[src/rtl/smc_pkg.sv]
package smc_pkg;
   typedef enum logic [1:0] {
      SMC_SETUP = 2'd0,
      SMC_IDLE  = 2'd1,
      SMC_STORE = 2'd2,
      SMC_CMP   = 2'd3
   } smc_mode_e;
endpackage

[src/rtl/smc_lane_sel.sv]
// Channel alternation and capture strobe: a tick in a run flips the lane,
// and the following cycle is the first bit slot of the new sample word.
module smc_lane_sel (
   input  logic clk,
   input  logic rst_n,
   input  logic run,
   input  logic smp_tick,
   output logic lr_sel,
   output logic sample_now
);
   logic take;
   assign take = run & smp_tick;

   always_ff @(posedge clk) begin
      if (!rst_n) begin
         lr_sel     <= 1'b0;
         sample_now <= 1'b0;
      end else begin
         lr_sel     <= lr_sel ^ take;
         sample_now <= take;
      end
   end


   lane_toggle_chk: assert property (@(posedge clk) disable iff (!rst_n)
      (run && smp_tick) |=> (lr_sel != $past(lr_sel)));

   lane_quiet_chk: assert property (@(posedge clk) disable iff (!rst_n)
      !(run && smp_tick) |=> $stable(lr_sel));
endmodule

[src/rtl/smc_bit_store.sv]
// DEPTH-bit sample register with one-hot write and mux-free read.
module smc_bit_store #(
   parameter int DEPTH = 100,
   localparam int IDX_W = $clog2(DEPTH + 1)
) (
   input  logic             clk,
   input  logic             rst_n,
   input  logic             we,
   input  logic [IDX_W-1:0] idx,
   input  logic             din,
   output logic             dout
);
   logic [DEPTH-1:0] bits_q;
   logic [DEPTH-1:0] hit;

   for (genvar i = 0; i < DEPTH; i++) begin : g_cell
      logic sel;
      assign sel    = (idx == IDX_W'(i));
      assign hit[i] = sel & bits_q[i];
      always_ff @(posedge clk) begin
         if (!rst_n)
            bits_q[i] <= 1'b0;
         else if (we && sel)
            bits_q[i] <= din;
      end
   end

   assign dout = |hit;


   store_index_chk: assert property (@(posedge clk) disable iff (!rst_n)
      we |-> (idx < IDX_W'(DEPTH)));
endmodule

[src/rtl/smc_score.sv]
// Match counter: preset to DEPTH, loses one per mismatch.
module smc_score #(
   parameter int DEPTH = 100,
   localparam int IDX_W = $clog2(DEPTH + 1)
) (
   input  logic             clk,
   input  logic             rst_n,
   input  logic             clear,
   input  logic             miss,
   output logic [IDX_W-1:0] score
);
   localparam logic [IDX_W-1:0] FULL = IDX_W'(DEPTH);

   always_ff @(posedge clk) begin
      if (!rst_n)
         score <= FULL;
      else if (clear)
         score <= FULL;
      else if (miss && score != '0)
         score <= score - 1'b1;
   end


   score_step_chk: assert property (@(posedge clk) disable iff (!rst_n)
      !clear |=> (score == $past(score) || score == $past(score) - 1'b1));

   score_preset_chk: assert property (@(posedge clk) disable iff (!rst_n)
      clear |=> (score == FULL));
endmodule

[src/rtl/smc_mode_fsm.sv]
// Mode sequencer and sample index.
module smc_mode_fsm
   import smc_pkg::*;
#(
   parameter int DEPTH = 100,
   localparam int IDX_W = $clog2(DEPTH + 1)
) (
   input  logic             clk,
   input  logic             rst_n,
   input  logic             cfg_done,
   input  logic             store_sw,
   input  logic             cmp_sw,
   input  logic             sample_now,
   output smc_mode_e        mode,
   output logic [IDX_W-1:0] idx,
   output logic             run,
   output logic             cmp_start
);
   localparam logic [IDX_W-1:0] LAST = IDX_W'(DEPTH - 1);

   smc_mode_e        mode_n;
   logic [IDX_W-1:0] idx_n;
   logic             in_idle;

   assign run       = (mode == SMC_STORE) || (mode == SMC_CMP);
   assign in_idle   = (mode == SMC_IDLE);
   assign cmp_start = in_idle && !store_sw && cmp_sw;

   always_comb begin
      mode_n = mode;
      idx_n  = idx;
      unique case (mode)
         SMC_SETUP: if (cfg_done) mode_n = SMC_IDLE;
         SMC_IDLE: begin
            if (store_sw) begin
               mode_n = SMC_STORE;
               idx_n  = '0;
            end else if (cmp_sw) begin
               mode_n = SMC_CMP;
               idx_n  = '0;
            end
         end
         default: begin
            if (sample_now) begin
               idx_n = idx + 1'b1;
               if (idx == LAST) mode_n = SMC_IDLE;
            end
         end
      endcase
   end

   always_ff @(posedge clk) begin
      if (!rst_n) begin
         mode <= SMC_SETUP;
         idx  <= '0;
      end else begin
         mode <= mode_n;
         idx  <= idx_n;
      end
   end


   setup_hold_chk: assert property (@(posedge clk) disable iff (!rst_n)
      (mode == SMC_SETUP && !cfg_done) |=> (mode == SMC_SETUP));

   store_entry_chk: assert property (@(posedge clk) disable iff (!rst_n)
      (mode == SMC_IDLE && store_sw) |=> (mode == SMC_STORE && idx == '0));

   run_hold_chk: assert property (@(posedge clk) disable iff (!rst_n)
      (run && !sample_now) |=> ($stable(mode) && $stable(idx)));

   idx_limit_chk: assert property (@(posedge clk) disable iff (!rst_n)
      idx <= IDX_W'(DEPTH));
endmodule

[src/rtl/smpl_match_core.sv]
module smpl_match_core
   import smc_pkg::*;
#(
   parameter int DEPTH = 100,
   localparam int IDX_W = $clog2(DEPTH + 1)
) (
   input  logic             clk,
   input  logic             rst_n,
   input  logic             smp_tick,
   input  logic             adc_bit,
   input  logic             cfg_done,
   input  logic             store_sw,
   input  logic             cmp_sw,
   output logic             lr_sel,
   output logic [1:0]       mode_o,
   output logic [IDX_W-1:0] smp_idx,
   output logic [IDX_W-1:0] match_score
);
   if (DEPTH < 2) begin : g_bad_depth
      $error("smpl_match_core: DEPTH must be at least 2");
   end

   smc_mode_e mode;
   logic      run, cmp_start, sample_now, stored_bit;
   logic      wr_en, miss;

   smc_lane_sel u_lane (
      .clk       (clk),
      .rst_n     (rst_n),
      .run       (run),
      .smp_tick  (smp_tick),
      .lr_sel    (lr_sel),
      .sample_now(sample_now)
   );

   smc_mode_fsm #(.DEPTH(DEPTH)) u_fsm (
      .clk       (clk),
      .rst_n     (rst_n),
      .cfg_done  (cfg_done),
      .store_sw  (store_sw),
      .cmp_sw    (cmp_sw),
      .sample_now(sample_now),
      .mode      (mode),
      .idx       (smp_idx),
      .run       (run),
      .cmp_start (cmp_start)
   );

   assign wr_en = sample_now && (mode == SMC_STORE);
   assign miss  = sample_now && (mode == SMC_CMP) && (adc_bit != stored_bit);

   smc_bit_store #(.DEPTH(DEPTH)) u_store (
      .clk  (clk),
      .rst_n(rst_n),
      .we   (wr_en),
      .idx  (smp_idx),
      .din  (adc_bit),
      .dout (stored_bit)
   );

   smc_score #(.DEPTH(DEPTH)) u_score (
      .clk  (clk),
      .rst_n(rst_n),
      .clear(cmp_start),
      .miss (miss),
      .score(match_score)
   );

   assign mode_o = mode;


   score_idle_chk: assert property (@(posedge clk) disable iff (!rst_n)
      (mode != SMC_CMP && !cmp_start) |=> $stable(match_score));
endmodule

[config.mk]
export PLATFORM = sky130hd
export DESIGN_NAME = smpl_match_core
export DESIGN_NICKNAME = d
export VERILOG_FILES = /design/src/rtl/smc_pkg.sv /design/src/rtl/smc_lane_sel.sv /design/src/rtl/smc_bit_store.sv /design/src/rtl/smc_score.sv /design/src/rtl/smc_mode_fsm.sv /design/src/rtl/smpl_match_core.sv
export SDC_FILE = /design/constraint.sdc
export NUM_CORES = 1
export LEC_CHECK = 0
export BUFFER_PORTS_ARGS = -buffer_cell sky130_fd_sc_hd__buf_2
export CAP_MARGIN = 30
export CELL_PAD_IN_SITES_DETAIL_PLACEMENT = 1
export CELL_PAD_IN_SITES_GLOBAL_PLACEMENT = 1
export CORE_MARGIN = 4
export CORE_UTILIZATION = 50
export CTS_CLUSTER_SIZE = 8
export DETAILED_ROUTE_END_ITERATION = 10
export PLACE_DENSITY_LB_ADDON = 0.1
export SLEW_MARGIN = 10
export SYNTH_ARGS = -nofsm -noshare
export SYNTH_HDL_FRONTEND = slang
export SYNTH_HIERARCHICAL = 1
export SYNTH_SLANG_ARGS = --single-unit
[constraint.sdc]
create_clock -name clk -period 5.16 [get_ports clk]
set_input_delay 1.032 -clock clk [delete_from_list [all_inputs] [get_ports clk]]
set_output_delay 1.032 -clock clk [all_outputs]
set_load 0.05 [all_outputs]
==> reports/metrics.yaml <==
run_status:
  status: "finished, final reports clean"
worst_setup_path:
  cp-end-kind: "flop"
  worstSetupPathType: "reg -> reg"
  critPathLaunchType: "flop"
  critPathArrivalTime_ps: 4470
  cp.required_ps: 5510
  crit_path_max_fanout: 22
yosys:
  yosysMostFrequentCell: "dfxtp_1"
  synthXorXnorAreaFrac_pct: 0.1471
  syn_inst: 770
  yosys-top-cells-count: "dfxtp_1 (118), a21oi_1 (114), nor2_1 (112), o21ai_0 (112), nand2_1 (47)"
  synth_simple_gate_area_share_pct: 23.91
  postSynth.asyncResetShare_pct: 0
  ys_warn_count: 6
  synth_cell_types: 66
  synth_mux_area_share_pct: 4.517
  synth.largest_area_cell: "dfxtp_1"
  synth_enable_flop_cells: 0
  seq_area_frac_synth_pct: 39.66
  synthAdderAreaFrac_pct: 0.6303
  ys_ff_latch: 118
  synth_compound_area_share_pct: 26.26
  syn_avg_cell_area_um2: 7.735
  synth_area_um2: 5956
  yosys-top-cells-area: "dfxtp_1 (40%), a21oi_1 (9.6%), o21ai_0 (9.4%)"
  synth_top_area_share_pct: 39.66
  synth_top_family_by_area: "compound AO/OA/AOI/OAI gates"
  synthFlopType: "dfxtp_1"
  syn-num-nets: 780
layout:
  nFillCells: 1438
  drive_above_1_share_pct: 12.32
  syn_to_final_growth_pct: 13.32
  postLayoutCellArea_um2: 6749
  nets: 776
  antennaDiodeCount: 0
detailed_routing:
  ant_nets: 0
  via_count: 6281
  first_pass_iters: 6
  drtIter0Drc: 707
  drt-wirelength-per-cell_um: 25.71
  vias_per_cell: 6.812
  drc_errors: 0
  drt-total-wl_um: 23710
die:
  die_y_um: 117.1
  die_w_um: 117.1
  initial_core_util_pct: 51.72
  die-area_um2: 13720
  io_pins: 24
  core_um2: 11520
  rows: 39
timing:
  tns_ps: 0
  rsz0062_at_grt: "no"
  finalMaxSlewViolations: 0
  setup_viol: 0
  min_period_over_period_pct: 79.73
  hold_ws_ps: 472.0
  hold_viol: 0
  fin_crit_ps: 4114
  finClkSkew_ps: 6.841
  tightest_slew_ps: 1072
  max_freq_ghz: 0.2431
  relSlewSlack_pct: 28.50
grt:
  grt-ovfl-total: 0
  grt_max_degree: 63
  grt_pass1_wl_um: 36300
  grt_antenna_before_repair: 0
  grt_pass1_vias: 6372
  gr-usage-all-layers_pct: 35.50
cts:
  ctsHtreeMaxLevel: 4
  cts_resized: 0
  clkTransAtPathRegs_ps: 60
  root_buffer: "clkbuf_16"
  cts_hold_buf: 0
  clk_latency_ps: 420
  numCtsBuffers: 17
  postCtsSetupBuffers: 0
  cts_sinks: 118
  cts_max_path_buffers: 2
  cts_tree: "built"
place:
  gp_congestion: 1.029
  io_buffers: 23
  dp_hpwl_um: 14660
  placed_area_um2: 6080
power:
  peakVddDrop_v: 0.0002713
  p_leak_nw: 2.352
  power_density_nw_per_um2: 331.4
hold_path:
  hold_path.class: "reg -> reg"
job:
  maxCapViolations: 0
[kinds of logic after synthesis]
group                      count (synthesis)
and+or+nand+nor                          280
AOI/OAI and AO/OA                        278
DFF                                      118
buffers and inverters                     66
muxes                                     24
adders and majority gates                  3
xor gates and xnor gates                   1
[worst max-delay path, stage by stage (launching register included)]
cell       delay [ps]
dfxtp_1           930
buf_4             330
nor2b_1           170
a22oi_1           210
o21ai_0           120
nor4_1            320
o2111ai_1         160
or4_1             430
xnor2_1           190
nor3b_2           410
nand2_1           200
a2111o_1          420
a21oi_1           130
[per-stage QoR]
step	setup WS (ps)	total power [W]	std cells	utilization, %
4_1_cts	1003	0.002244	920	58.19
2_1_floorplan	1515	0.0009891	770	-
5_1_grt	829.8	0.002306	922	58.61
3_3_place_gp	1103	0.001003	887	52.75
3_5_place_dp	1059	0.001006	888	52.79
6_report	1046	0.002237	922	58.61
[state kept, by name, indices dropped and copies added, names as in the netlist]
register / count
u_lane/sample_now: 1
u_fsm/mode: 2
u_fsm/idx: 7
u_store/bits_q: 100
u_lane/lr_sel: 1
u_score/score: 7
[power by group]
part	internal [W]	total (W)	switching, W
clock	0.000814	0.00125	0.000434
combinational	0.0000208	0.0000696	0.0000488
sequential	0.000915	0.000920	0.00000499
[cells in the final DEF (no fill, tap or decap), types with 3 or more instances in the layout]
cell type,netlist,routed
a21boi_0,4,4
a21oi_1,114,114
a22oi_1,8,8
a31oi_1,5,5
a32oi_1,9,9
and2_0,3,3
and2_1,7,7
and3_1,6,6
and3b_1,3,3
buf_2,10,24
buf_4,2,13
bufinv_16,0,4
clkbuf_16,0,17
clkinv_2,0,5
clkinvlp_4,0,5
dfxtp_1,118,116
ha_1,3,3
inv_1,4,4
mux2_2,9,9
mux2i_1,13,13
nand2_1,47,47
nand2b_1,7,7
nand3_1,21,21
nand3b_1,4,4
nor2_1,112,112
nor2b_1,16,16
nor3_1,5,5
nor3b_1,7,7
nor4_1,6,6
nor4bb_1,5,5
o21ai_0,112,112
o31ai_1,4,4
or2_2,3,3
or3_1,6,6
or4_1,4,4
[metal layers]
metal / vias up / global-route usage, % / routed length [µm]
met5: - / 0 / 0
met4: 0 / 17.89 / 969
met3: 91 / 8.843 / 2056
met2: 329 / 57.43 / 11080
met1: 3093 / 43.92 / 9598
li1: 2768 / - / -
[path summary, 6_finish.rpt]
path / startpoint / to / slack, ps / cells past startpoint
setup / recovery: u_fsm/idx[2] / u_score/score[4] / 1050 / 12
hold reg to reg: u_store/bits_q[23] / u_store/bits_q[23] / 470 / 2
hold / removal: u_store/bits_q[23] / u_store/bits_q[23] / 470 / 2
setup reg to reg: u_fsm/idx[2] / u_score/score[4] / 1050 / 12
[area by class of cell]
class                   instances  area [µm²]  area share (%)
multi-input cells             586        3303           48.94
flip-flops and latches        118        2365           35.04
clock buffers                  18       439.2           6.507
repair buffers                 39       265.3           3.930
clock inverters                14       182.7           2.707
well taps                     143       178.9           2.651
inverters                       4       15.01          0.2225
(Power assumes the default switching activity.)
